`src/rtl/cbs_pkg.sv`:
```
package cbs_pkg;
  typedef enum logic [2:0] {
    ST_PDN    = 3'd0,
    ST_HOLD   = 3'd1,
    ST_RAMP   = 3'd2,
    ST_DETECT = 3'd3,
    ST_RUN    = 3'd4
  } state_e;

  // code k: even -> 128<<(k/2), odd -> 192<<(k/2)
  function automatic int ratio_of(input int k);
    int base;
    base = (k % 2 == 0) ? 128 : 192;
    return base << (k / 2);
  endfunction
endpackage

```
`src/rtl/cbs_ramp_timer.sv`:
```
module cbs_ramp_timer #(
  parameter int RAMP_W = 16
) (
  input  logic              clk_i,
  input  logic              rst_ni,
  input  logic              en_i,
  input  logic [RAMP_W-1:0] len_i,
  output logic              done_o
);
  logic [RAMP_W-1:0] cnt_q;

  // zero length behaves as one cycle
  assign done_o = en_i && (({1'b0, cnt_q} + 1'b1) >= {1'b0, len_i});

  always_ff @(posedge clk_i or negedge rst_ni) begin
    if (!rst_ni)             cnt_q <= '0;
    else if (!en_i)          cnt_q <= '0;
    else if (!done_o)        cnt_q <= cnt_q + 1'b1;
  end


  ramp_start_chk: assert property (@(posedge clk_i) disable iff (!rst_ni)
    $rose(en_i) |-> cnt_q == '0);
endmodule

```
`src/rtl/cbs_ratio_meas.sv`:
```
module cbs_ratio_meas
  import cbs_pkg::*;
#(
  parameter int NUM_RATIOS = 5,
  parameter int CNT_W      = 11,
  parameter int CODE_W     = 3
) (
  input  logic              clk_i,
  input  logic              rst_ni,
  input  logic              en_i,
  input  logic              lrck_i,
  output logic              stb_o,
  output logic              hit_o,
  output logic [CODE_W-1:0] code_o
);
  logic             lrck_q, have_edge_q, rise;
  logic [CNT_W-1:0] cnt_q;
  logic [NUM_RATIOS-1:0] hit_vec;

  assign rise = lrck_i && !lrck_q;

  always_ff @(posedge clk_i or negedge rst_ni) begin
    if (!rst_ni) begin
      lrck_q      <= 1'b0;
      have_edge_q <= 1'b0;
      cnt_q       <= '0;
    end else begin
      lrck_q <= lrck_i;
      if (!en_i) begin
        have_edge_q <= 1'b0;
        cnt_q       <= '0;
      end else if (rise) begin
        have_edge_q <= 1'b1;
        cnt_q       <= CNT_W'(1);
      end else if (cnt_q != '1) begin
        cnt_q <= cnt_q + 1'b1;
      end
    end
  end

  for (genvar k = 0; k < NUM_RATIOS; k++) begin : g_tab
    assign hit_vec[k] = (cnt_q == CNT_W'(ratio_of(k)));
  end

  always_comb begin
    code_o = '0;
    for (int k = 0; k < NUM_RATIOS; k++)
      if (hit_vec[k]) code_o = CODE_W'(k);
  end

  assign stb_o = en_i && rise && have_edge_q;
  assign hit_o = |hit_vec;


  ratio_table_chk: assert property (@(posedge clk_i) disable iff (!rst_ni)
    $onehot0(hit_vec));
endmodule

```
`src/rtl/cbs_mute_drv.sv`:
```
module cbs_mute_drv #(
  parameter int NCH = 2
) (
  input  logic           clk_i,
  input  logic           rst_ni,
  input  logic           run_i,
  input  logic [NCH-1:0] req_i,
  output logic [NCH-1:0] mute_n_o
);
  for (genvar c = 0; c < NCH; c++) begin : g_ch
    always_ff @(posedge clk_i or negedge rst_ni) begin
      if (!rst_ni) mute_n_o[c] <= 1'b0;
      else         mute_n_o[c] <= run_i && !req_i[c];
    end
  end


  mute_idle_chk: assert property (@(posedge clk_i) disable iff (!rst_ni)
    !run_i |=> mute_n_o == '0);
endmodule

```
`src/rtl/codec_boot_seq.sv`:
```
module codec_boot_seq
  import cbs_pkg::*;
#(
  parameter int  NCH        = 2,
  parameter int  RAMP_W     = 16,
  parameter int  NUM_RATIOS = 5,
  localparam int CODE_W     = (NUM_RATIOS > 1) ? $clog2(NUM_RATIOS) : 1
) (
  input  logic              clk_i,
  input  logic              rst_ni,
  input  logic              strap_i,
  input  logic              pdn_i,
  input  logic              lrck_i,
  input  logic [RAMP_W-1:0] ramp_len_i,
  input  logic [NCH-1:0]    mute_req_i,
  output logic              mode_hw_o,
  output logic              ref_en_o,
  output logic              ref_ready_o,
  output logic              run_o,
  output logic [CODE_W-1:0] ratio_o,
  output logic              zero_data_o,
  output logic              sdout_mute_o,
  output logic [NCH-1:0]    mute_n_o
);
  localparam int CNT_W = $clog2(ratio_of(NUM_RATIOS - 1)) + 2;

  state_e            state_q;
  logic              mode_q, cand_vld_q, miss_q, sw_pdn;
  logic [CODE_W-1:0] cand_q, ratio_q;
  logic              ramp_done, meas_en, meas_stb, meas_hit;
  logic [CODE_W-1:0] meas_code;

  assign sw_pdn  = !mode_q && pdn_i;
  assign meas_en = (state_q == ST_DETECT) || (state_q == ST_RUN);

  cbs_ramp_timer #(.RAMP_W(RAMP_W)) u_ramp (
    .clk_i  (clk_i),
    .rst_ni (rst_ni),
    .en_i   (state_q == ST_RAMP),
    .len_i  (ramp_len_i),
    .done_o (ramp_done)
  );

  cbs_ratio_meas #(.NUM_RATIOS(NUM_RATIOS), .CNT_W(CNT_W), .CODE_W(CODE_W)) u_meas (
    .clk_i  (clk_i),
    .rst_ni (rst_ni),
    .en_i   (meas_en),
    .lrck_i (lrck_i),
    .stb_o  (meas_stb),
    .hit_o  (meas_hit),
    .code_o (meas_code)
  );

  always_ff @(posedge clk_i or negedge rst_ni) begin
    if (!rst_ni) begin
      state_q    <= ST_PDN;
      mode_q     <= 1'b0;
      cand_vld_q <= 1'b0;
      cand_q     <= '0;
      ratio_q    <= '0;
      miss_q     <= 1'b0;
    end else begin
      unique case (state_q)
        ST_PDN: begin
          mode_q  <= strap_i;  // strap sampled once, at release
          state_q <= (strap_i || !pdn_i) ? ST_RAMP : ST_HOLD;
        end
        ST_HOLD: begin
          cand_vld_q <= 1'b0;
          miss_q     <= 1'b0;
          if (!pdn_i) state_q <= ST_RAMP;
        end
        ST_RAMP: begin
          if (sw_pdn)         state_q <= ST_HOLD;
          else if (ramp_done) state_q <= ST_DETECT;
        end
        ST_DETECT: begin
          if (sw_pdn) begin
            state_q <= ST_HOLD;
          end else if (meas_stb) begin
            if (!meas_hit) begin
              cand_vld_q <= 1'b0;
            end else if (cand_vld_q && cand_q == meas_code) begin
              ratio_q    <= meas_code;
              miss_q     <= 1'b0;
              state_q    <= ST_RUN;
            end else begin
              cand_q     <= meas_code;
              cand_vld_q <= 1'b1;
            end
          end
        end
        ST_RUN: begin
          if (sw_pdn) begin
            state_q <= ST_HOLD;
          end else if (meas_stb) begin
            if (meas_hit && meas_code == ratio_q) begin
              miss_q <= 1'b0;
            end else if (miss_q) begin
              // second deviating frame: clock change
              miss_q     <= 1'b0;
              cand_vld_q <= 1'b0;
              state_q    <= ST_DETECT;
            end else begin
              miss_q <= 1'b1;
            end
          end
        end
        default: state_q <= ST_PDN;
      endcase
    end
  end

  cbs_mute_drv #(.NCH(NCH)) u_mute (
    .clk_i    (clk_i),
    .rst_ni   (rst_ni),
    .run_i    (run_o),
    .req_i    (mute_req_i),
    .mute_n_o (mute_n_o)
  );

  assign mode_hw_o    = mode_q;
  assign ref_en_o     = meas_en || (state_q == ST_RAMP);
  assign ref_ready_o  = meas_en;
  assign run_o        = (state_q == ST_RUN);
  assign ratio_o      = ratio_q;
  assign zero_data_o  = !run_o;
  assign sdout_mute_o = !run_o;


  ratio_code_chk: assert property (@(posedge clk_i) disable iff (!rst_ni)
    run_o |-> ratio_q < CODE_W'(NUM_RATIOS));

  run_entry_chk: assert property (@(posedge clk_i) disable iff (!rst_ni)
    (state_q == ST_RUN && $past(state_q) != ST_RUN) |-> $past(state_q) == ST_DETECT);

  ramp_exit_chk: assert property (@(posedge clk_i) disable iff (!rst_ni)
    (state_q == ST_DETECT && $past(state_q) == ST_RAMP) |-> $past(ramp_done));

  hold_sw_only_chk: assert property (@(posedge clk_i) disable iff (!rst_ni)
    state_q == ST_HOLD |-> !mode_q);
endmodule

```
`config.mk`:
```
export PLATFORM = sky130hd
export DESIGN_NAME = codec_boot_seq
export DESIGN_NICKNAME = d
export VERILOG_FILES = /design/src/rtl/cbs_pkg.sv /design/src/rtl/cbs_ramp_timer.sv /design/src/rtl/cbs_ratio_meas.sv /design/src/rtl/cbs_mute_drv.sv /design/src/rtl/codec_boot_seq.sv
export SDC_FILE = /design/constraint.sdc
export NUM_CORES = 1
export LEC_CHECK = 0
export BUFFER_PORTS_ARGS = -buffer_cell sky130_fd_sc_hd__buf_4
export CORE_MARGIN = 10
export CORE_UTILIZATION = 40
export CTS_CLUSTER_SIZE = 14
export DETAILED_ROUTE_END_ITERATION = 8
export GPL_ROUTABILITY_DRIVEN = 0
export GPL_TIMING_DRIVEN = 0
export PLACE_DENSITY_LB_ADDON = 0.05
export SYNTH_ARGS = -nofsm -noshare
export SYNTH_HDL_FRONTEND = slang
export SYNTH_SLANG_ARGS = --single-unit
```
`constraint.sdc`:
```
create_clock -name clk_i -period 8.3 [get_ports clk_i]
set_input_delay 0.415 -clock clk_i [delete_from_list [all_inputs] [get_ports clk_i]]
set_output_delay 0.415 -clock clk_i [all_outputs]
set_load 0.02 [all_outputs]
```
==> summary.txt <==
first-pass GRT wire length - 12.2 mm
HP Class - in -> async
Yosys cell types - 55
Gates resized, CTS repair - 0
Post-route DRC - 0
largest area contributor in the netlist - dfrtp_1
n_diodes - 0
Rows - 31
clk root buf - clkbuf_8
Final Setup Violations - 0
CTS Buf Count - 5
Die Area - 11600 sq um
Hold Buf Count CTS - 0
H-tree Lvls - 2
#FFs+latches synth - 43
Mapped Cells - 356
Reg area - 1080 sq um
Die H - 108 um
register area share after synthesis - 34.8%
largest net degree at the start of global routing - 44
relative slew slack - 59.1%
DRT Pass-1 Iters - 5
Sink Count - 43
worst hold slack - 0.105 ns
Die Wd - 108 um
wire length per cell - 14.0 um
GRT met3 Usage - 3.35%
worst-case vdd ir drop - 0.108 mV
Final Hold Fails - 0
Layout area overhead - 14.8%
Startpoint Class - register
Max-Cap Viols - 0
number of synthesized flops with an enable pin - 0
Slew @ Worst Pin - 0.611 ns
ys async rst share - 100%
clock tree buffer depth - 2
grt met2 use - 20.1%
CP max FO - 10
fmax - 222 MHz
CTS tree - done
Main synth FF type - dfrtp_1
via count - 2613
Yosys top cell area share - 34.8%
Initial Util - 41.9%
period utilisation layout - 54.3%
DR iter-0 viols - 112
RSZ-0062 raised after global routing - false
Worst Path Required - 8.52 ns
status - finished clean
minimum clock period - 4.51 ns
Post-Syn Area per Cell - 8.68 sq um
Layout Skew - 0.00753 ns
initial antenna violation count - 0
PortBufs - 33
Clk Latency, worst-skew pair - 0.30 ns
Multi-input gate area - 1840 sq um
layout cell share with drive strength beyond 1 - 17.6%
Routed Wire Length - 6.93 mm
number of synthesis warnings - 0
Congestion Overflow GR - 0
post-CTS setup buffers - 0
Arr. time, crit path - 4.73 ns
GR peak layer - met2
Via density - 5.27
post-DP HPWL - 5.20 mm
Total Nets Final - 438
vias in the first global route - 2496
IO Pins - 34
Core Footprint - 7370 sq um
DRT antenna net count - 0
total track usage - 12.6%
mapped cell area - 3090 sq um
CP Capture Type - register
Fill cells - 758
Synth Net Count - 398
Lkg Pwr - 1.73 nW
Max Slew Vio Count - 0
PD cells - 190 nW/um^2
clock-pin slew on the worst setup and hold paths - 0.09 ns
top cells by area, synth - dfrtp_1 35%, ha_1 7.7%, a21oi_1 4.9%, nor2_1 4.3%, nand2_1 3.8%
TNS Setup - 0 ns
WS Path Type - reg -> reg
met1 Use GR - 16.4%
-- stage by stage --
step           setup slack [ns]  cells  util (%)  power, mW  instance area [sq um]
5_1_grt                    3.27    496      48.1      0.731                   3550
3_5_place_dp               3.76    488      47.0      0.547                   3460
2_1_floorplan              4.64    356         -      0.458                   3090
4_1_cts                    3.72    496      48.1      0.684                   3550
3_3_place_gp               3.80    488      47.0      0.545                   3460
6_report                   3.79    496      48.1      0.673                   3550
-- sequential cells by signal (all words and copies together) (netlist names), 2 cells and up --
name and count:
u_ramp.cnt_q 16, u_meas.cnt_q 11, cand_q 3, ratio_o 3, state_q 3, u_mute.mute_n_o 2
-- layout make-up --
cell class / instances / area share (%)
sequential: 43 / 30.3
buffer: 16 / 2.15
timing repair buffer: 33 / 6.98
clock buffer: 6 / 2.05
clock inverter: 2 / 0.353
multi-input combinational: 272 / 52.0
inverter: 25 / 2.65
tap: 99 / 3.49
-- metal layers --
metal | up-vias | part of all wire [%]
met5 | - | 0
met4 | 0 | 1.2
met3 | 6 | 4.1
met2 | 36 | 46
met1 | 1235 | 49
li1 | 1336 | -
-- cells in the final DEF (no fill, tap or decap), types with 4 or more instances in the layout --
cell	instances
buf_4	34
nand2b_1	8
a21oi_1	30
dfrtp_1	43
inv_1	25
ha_1	19
clkbuf_8	5
buf_2	4
nand3_1	16
nor2b_1	5
xnor2_1	13
nor2_1	35
nand4_1	6
a31o_2	6
or3_1	4
a21o_1	13
mux2_2	4
and3_1	9
clkbuf_1	11
nand2_1	31
nor3_1	5
xor2_1	10
o21ai_0	10
-- logic make-up (layout without fill, tap and decap cells) --
logic type               after synthesis  after routing  synth area share [%]
AND/OR/NAND/NOR                      139            139                  23.9
AO/OA/AOI/OAI                         81             81                  17.7
flip-flops                            43             43                  34.8
buffers and inverters                 41             82                  5.51
XOR/XNOR                              23             23                  6.52
adder cells (fa/ha/maj)               19             19                  7.69
multiplexers                          10             10                  3.89
-- synth_stat cells, drive strengths merged, types with 3 or more instances --
cell type / number
nand4: 6
o21ai: 10
clkbuf: 10
xnor2: 13
or3b: 4
a211oi: 3
nand3: 16
a31o: 6
mux2: 7
a21oi: 31
and3: 11
inv: 25
or3: 4
xor2: 10
and4: 3
buf: 6
a21o: 13
dfrtp: 43
ha: 19
nor3: 5
mux2i: 3
nand2: 31
nor3b: 3
nor2b: 5
nand2b: 8
o21a: 3
nor2: 35
-- path summary, 6_finish.rpt --
check                                                from                              to  slack [ns]  depth (start not counted)
max                           u_ramp.cnt_q[0]$_DFFE_PN0P_    u_ramp.cnt_q[11]$_DFFE_PN0P_        3.79                         15
min                                                rst_ni          state_q[2]$_DFFE_PN0P_        0.10                          1
min reg2reg                u_meas.have_edge_q$_DFFE_PN0P_  u_meas.have_edge_q$_DFFE_PN0P_        0.50                          1
max in group asynchronous                          rst_ni          cand_vld_q$_DFFE_PN0P_        7.80                          1
min in group clk_i                                 lrck_i         u_meas.lrck_q$_DFF_PN0_        0.23                          1
max reg2reg                   u_ramp.cnt_q[0]$_DFFE_PN0P_    u_ramp.cnt_q[11]$_DFFE_PN0P_        3.79                         15
-- worst max-delay path, cell delays in order, from the launching register on --
cell and delay [ns]:
dfrtp_1 0.43, ha_1 0.28, nand4_1 0.16, nor3_1 0.46, and3_1 0.30, and3_1 0.23
xnor2_1 0.15, ha_1 0.27, a21o_1 0.16, a21o_1 0.18, a221o_1 0.25, a311oi_1 0.54
clkbuf_1 0.45, buf_2 0.33, nand3_1 0.10, a21oi_1 0.15
-- power by group --
| part | internal, mW | total, mW | leakage (nW) | switching [mW] |
|---|---|---|---|---|
| Clock | 0.0590 | 0.134 | 0.0412 | 0.0755 |
| Combinational | 0.112 | 0.283 | 1.11 | 0.171 |
| Sequential | 0.232 | 0.256 | 0.584 | 0.0237 |
Power figures use the tool's default switching activity.
